$ cat src/rtl/rtc_regport.sv
module rtc_regport #(
  parameter int DW     = 8,
  parameter int IDX_W  = 7,
  parameter int A_INIT = 8'h26,
  parameter int B_INIT = 8'h02,
  parameter int D_INIT = 8'h80
) (
  input  logic          clk,
  input  logic          rst_n,
  input  logic          bus_sel,
  input  logic          bus_wr,
  input  logic          bus_addr,
  input  logic [DW-1:0] bus_wdata,
  output logic [DW-1:0] bus_rdata,
  input  logic          ev_periodic,
  input  logic          ev_alarm,
  input  logic          ev_upd_start,
  input  logic          ev_update,
  output logic          irq,
  output logic          time_reload,
  output logic [DW-1:0] ctl_a,
  output logic [DW-1:0] ctl_b
);
  localparam int DEPTH = 1 << IDX_W;
  localparam logic [IDX_W-1:0] IX_A = IDX_W'(10);
  localparam logic [IDX_W-1:0] IX_B = IDX_W'(11);
  localparam logic [IDX_W-1:0] IX_C = IDX_W'(12);
  localparam logic [IDX_W-1:0] IX_D = IDX_W'(13);

  logic [IDX_W-1:0] idx;
  logic [DW-1:0]    reg_a, reg_b, reg_c;
  logic [DW-1:0]    ram [DEPTH];

  logic wr_odd, rd_odd, wr_even;
  logic wr_a, wr_b, rd_c, is_ctl, is_time, hold;
  logic [DW-1:0] ev_bits, c_next, b_wval;
  logic uip_next, reload_d;

  assign wr_even = bus_sel & bus_wr & ~bus_addr;
  assign wr_odd  = bus_sel & bus_wr & bus_addr;
  assign rd_odd  = bus_sel & ~bus_wr & bus_addr;
  assign wr_a    = wr_odd & (idx == IX_A);
  assign wr_b    = wr_odd & (idx == IX_B);
  assign rd_c    = rd_odd & (idx == IX_C);
  assign is_ctl  = (idx >= IX_A) && (idx <= IX_D);
  assign hold    = reg_b[7];

  always_comb begin
    case (idx)
      IDX_W'(0), IDX_W'(2), IDX_W'(4), IDX_W'(6),
      IDX_W'(7), IDX_W'(8), IDX_W'(9): is_time = 1'b1;
      default:                         is_time = 1'b0;
    endcase
  end

  always_comb begin
    ev_bits = '0;
    if (ev_periodic && reg_b[6]) ev_bits = ev_bits | DW'(8'hC0);
    if (ev_alarm    && reg_b[5]) ev_bits = ev_bits | DW'(8'hA0);
    if (ev_update   && reg_b[4]) ev_bits = ev_bits | DW'(8'h90);
  end

  assign c_next = (rd_c ? '0 : reg_c) | ev_bits;
  assign b_wval = bus_wdata[7] ? (bus_wdata & ~DW'(8'h10)) : bus_wdata;

  always_comb begin
    uip_next = reg_a[7];
    if (ev_upd_start && !hold) uip_next = 1'b1;
    if (ev_update || (wr_b && bus_wdata[7])) uip_next = 1'b0;
  end

  assign reload_d = (wr_odd & is_time & ~hold) | (wr_b & hold & ~bus_wdata[7]);

  always_ff @(posedge clk) begin
    if (!rst_n) begin
      idx         <= '0;
      reg_a       <= DW'(A_INIT);
      reg_b       <= DW'(B_INIT);
      reg_c       <= '0;
      time_reload <= 1'b0;
    end else begin
      if (wr_even) idx <= bus_wdata[IDX_W-1:0];
      reg_a       <= {uip_next, wr_a ? bus_wdata[DW-2:0] : reg_a[DW-2:0]};
      if (wr_b) reg_b <= b_wval;
      reg_c       <= c_next;
      time_reload <= reload_d;
    end
  end

  always_ff @(posedge clk) begin
    if (!rst_n) begin
      for (int i = 0; i < DEPTH; i++) ram[i] <= '0;
    end else if (wr_odd && !is_ctl) begin
      ram[idx] <= bus_wdata;
    end
  end

  always_comb begin
    if (!bus_addr) bus_rdata = '1;
    else begin
      case (idx)
        IX_A:    bus_rdata = reg_a;
        IX_B:    bus_rdata = reg_b;
        IX_C:    bus_rdata = reg_c;
        IX_D:    bus_rdata = DW'(D_INIT);
        default: bus_rdata = ram[idx];
      endcase
    end
  end

  assign irq   = reg_c[7];
  assign ctl_a = reg_a;
  assign ctl_b = reg_b;
endmodule

$ cat config.mk
export PLATFORM = sky130hd
export DESIGN_NAME = rtc_regport
export DESIGN_NICKNAME = d
export VERILOG_FILES = /design/src/rtl/rtc_regport.sv
export SDC_FILE = /design/constraint.sdc
export NUM_CORES = 2
export LEC_CHECK = 0
export BUFFER_PORTS_ARGS = -buffer_cell sky130_fd_sc_hd__buf_2
export CORE_MARGIN = 1.5
export CORE_UTILIZATION = 59
export CTS_BUF_LIST = sky130_fd_sc_hd__clkbuf_8
export DETAILED_ROUTE_END_ITERATION = 12
export GPL_ROUTABILITY_DRIVEN = 0
export PLACE_DENSITY_LB_ADDON = 0.2
export SLEW_MARGIN = 25
export SYNTH_ARGS = -nofsm -noshare
export SYNTH_HDL_FRONTEND = slang
export SYNTH_SLANG_ARGS = --single-unit
$ cat constraint.sdc
create_clock -name clk -period 2.4 [get_ports clk]
set_input_delay 0.24 -clock clk [delete_from_list [all_inputs] [get_ports clk]]
set_output_delay 0.24 -clock clk [all_outputs]
set_load 0.03 [all_outputs]
==> run metrics <==
status finished with violations; violated checks setup timing; Pwr Total 38900 uW; Ys Warns 0; Crit Path Max Fanout 6; htree depth 4; CP bufs+invs 4; IO buf count 42; critical path's slowest cell mux4_1; total congestion overflow 0; Distinct cells, synth 63; Sw Ratio 24.1%; Detail Route Antenna Nets 0; Clock Sinks 1059; synthesized area 49600 um2; TritonCTS buffer count 171; Die Wd 293 um; final core occ 68.7%; grt met2 use 51.5%; flop-to-flop setup slack 0.04 ns; vias in the first global route 32200; busiest layer in global routing met2; leakage power 0.0230 uW; register share of total power 54.2%; Initial Util 59.4%; DRT Pass-1 Iters 6; commonest non-fill, non-tap cell in the layout edfxtp_1; Final Critical Period 3.88 ns; wire per inst 28.5 um; DRT iter0 DRCs 4173; full die area 85700 um2; unrepaired setup endpoints after global routing true; Mean Syn Cell Area 14.4 um2; Clk Latency, worst-skew pair 0.84 ns; Die Ht 293 um; Post-Place Setup Slack -0.819 ns; Power Density 679 nW/um2; Ports 43; Crit. End Element output pin; Hold Path Class in2reg; largest net degree at the start of global routing 128; Via-to-Cell Ratio 6.61; Routed WL 141 mm; HPWL Detailed 90.9 mm; fmax 0.258 GHz; CP Launch Type flop; clock share of power 38.6%; top_reg_cell synth edfxtp_1; Post-synth EDFFs 1024; GRT Total Usage 32.9%; Reg clk slew, reported paths 0.06 ns; Final Hold Vio Count 0; Tcrit/Tclk final 162%; CTS root buf clkbuf_8; DRC violations left 0; endpoints failing setup 8; Worst EP arrival 3.64 ns; Vias 32700; met3 Track Usage GR 7.03%; internal power 29500 uW; Psw 9390 uW; worst setup margin -1.48 ns; crit-path max cell delay 0.62 ns; delay-heaviest family, CP multiplexers; Worst Path Required 2.16 ns; CTS tree yes; share of async-settable or async-resettable flops after synthesis 0%; FILL cells 5527; Top cell by count, worst path buf_6; fraction of layout cells with a size suffix above 1 25.7%; register area share after synthesis 63.5%; FP Rows 106; initial antenna violation count 3; met1 GRT Util 45.3%; register bit count reported by yosys 1059; commonest cells after routing, fill and taps aside edfxtp_1, and3_1, and2_1; cells along the critical path buf_8, mux4_1, mux4_2, mux2i_1, buf_4, nor2_4, nor3_4, buf_6, o221ai_4, buf_6; Layout Nets 3745; VDD IR max 0.583 mV; Mapped Cells 3447; Worst Skew 0.0453 ns; Slew HR 36.7%; area added between synthesis and finish 15.6%; MaxCap Viol Count 0; combinational fraction of design power 7.2%; WS Path Type reg2out; core area 83400 um2; clock buffer depth 3; first-pass GRT wire length 207 mm; Final Max Slew Viols 0; actual slew at the worst max-slew pin 0.940 ns
## power groups by stage
| stage | combinational (uW) | clock (uW) | sequential [uW] |
|---|---|---|---|
| after floorplan | 1500 | 0 | 21300 |
| after CTS | 2690 | 15100 | 21100 |
| after global routing | 2900 | 15800 | 21100 |
| after detailed placement | 2580 | 0 | 21500 |
| final | 2800 | 15000 | 21100 |
| after global placement | 2530 | 0 | 21400 |
## layout make-up
class | count | area, um2 | area share [%]
antenna | 2 | 5.00 | 0.00874
clock buffer | 177 | 2440 | 4.25
timing repair buffer | 462 | 4390 | 7.66
inverter | 9 | 35.0 | 0.0611
multi-input combinational | 2025 | 16800 | 29.3
clock inverter | 132 | 812 | 1.42
tap | 1080 | 1350 | 2.36
sequential | 1059 | 31500 | 54.9
## synth_stat cells, drive strengths merged (19+ instances only)
library cell / n / area share (%)
nor2: 94 / 0.72
o21ai: 69 / 0.70
and3: 638 / 8.1
mux4: 227 / 11
o221ai: 31 / 0.55
and2: 364 / 4.6
nand2: 197 / 1.5
nand3: 30 / 0.30
edfxtp: 1024 / 62
a21oi: 23 / 0.23
nor3: 23 / 0.26
mux2i: 111 / 2.2
a31oi: 25 / 0.32
clkbuf: 313 / 2.6
a22oi: 21 / 0.32
o22ai: 19 / 0.24
buf: 72 / 1.3
dfxtp: 35 / 1.4
## flip-flops by register name, indices dropped and copies added (netlist names), named ones only
signal	cells
time_reload	1
ctl_a	8
ram	1024
ctl_b	8
reg_c	4
idx	7
## path summary, 6_finish.rpt
check / from / end / cells past startpoint
min reg2reg: reg_c[4] / reg_c[4] / 2
min: bus_wdata[3] / ram[37][3] / 3
max: flop / bus_rdata[6] / 10
max reg2reg: idx[1] / ctl_a[7] / 8
## metal layers
metal | part of all wire [%] | up-vias
met4 | 3.9 | 0
met2 | 47 | 2090
met1 | 38 | 16500
li1 | - | 13700
met5 | 0 | -
met3 | 11 | 339
## worst reg2reg max path: stages, from the launching register on
cell and delay (ns):
dfxtp_1 0.36, nor2b_1 0.33, buf_12 0.17, buf_4 0.13
nand3_1 0.18, nor2_2 0.16, buf_4 0.17, a2111oi_0 0.11
dlygate4sd3_1 0.63
## logic make-up (layout without fill, tap and decap cells)
logic type	after synthesis	count (layout)	synth area share, %
AND/OR/NAND/NOR	1397	1397	16.1
flip-flops	1059	1059	63.5
AO/OA/AOI/OAI	245	245	3.34
buffers and inverters	394	780	3.98
multiplexers	351	351	13.1
other	1	34	0.00757
## per-stage QoR
stage	cells	setup TNS [ns]	cell area [um2]	hold slack, ns
after floorplan	3478	-0.405	49800	0.330
after global placement	4595	-5.47	53000	0.458
after detailed placement	4595	-5.74	53000	0.452
after CTS	4935	-11.37	56900	0.0832
after global routing	4945	-11.58	57300	0.136
final	4946	-11.10	57300	0.157
## what timing repair did
action / in CTS / in global routing
hold buffers: 15 / 0
cloned: 3 / 3
pin swaps: 11 / 18
resized for setup: 60 / 54
endpoints found under the hold margin: 57 / 0
setup buffers: 15 / 7
setup endpoints to repair: 8 / 94
(Power assumes the default switching activity.)
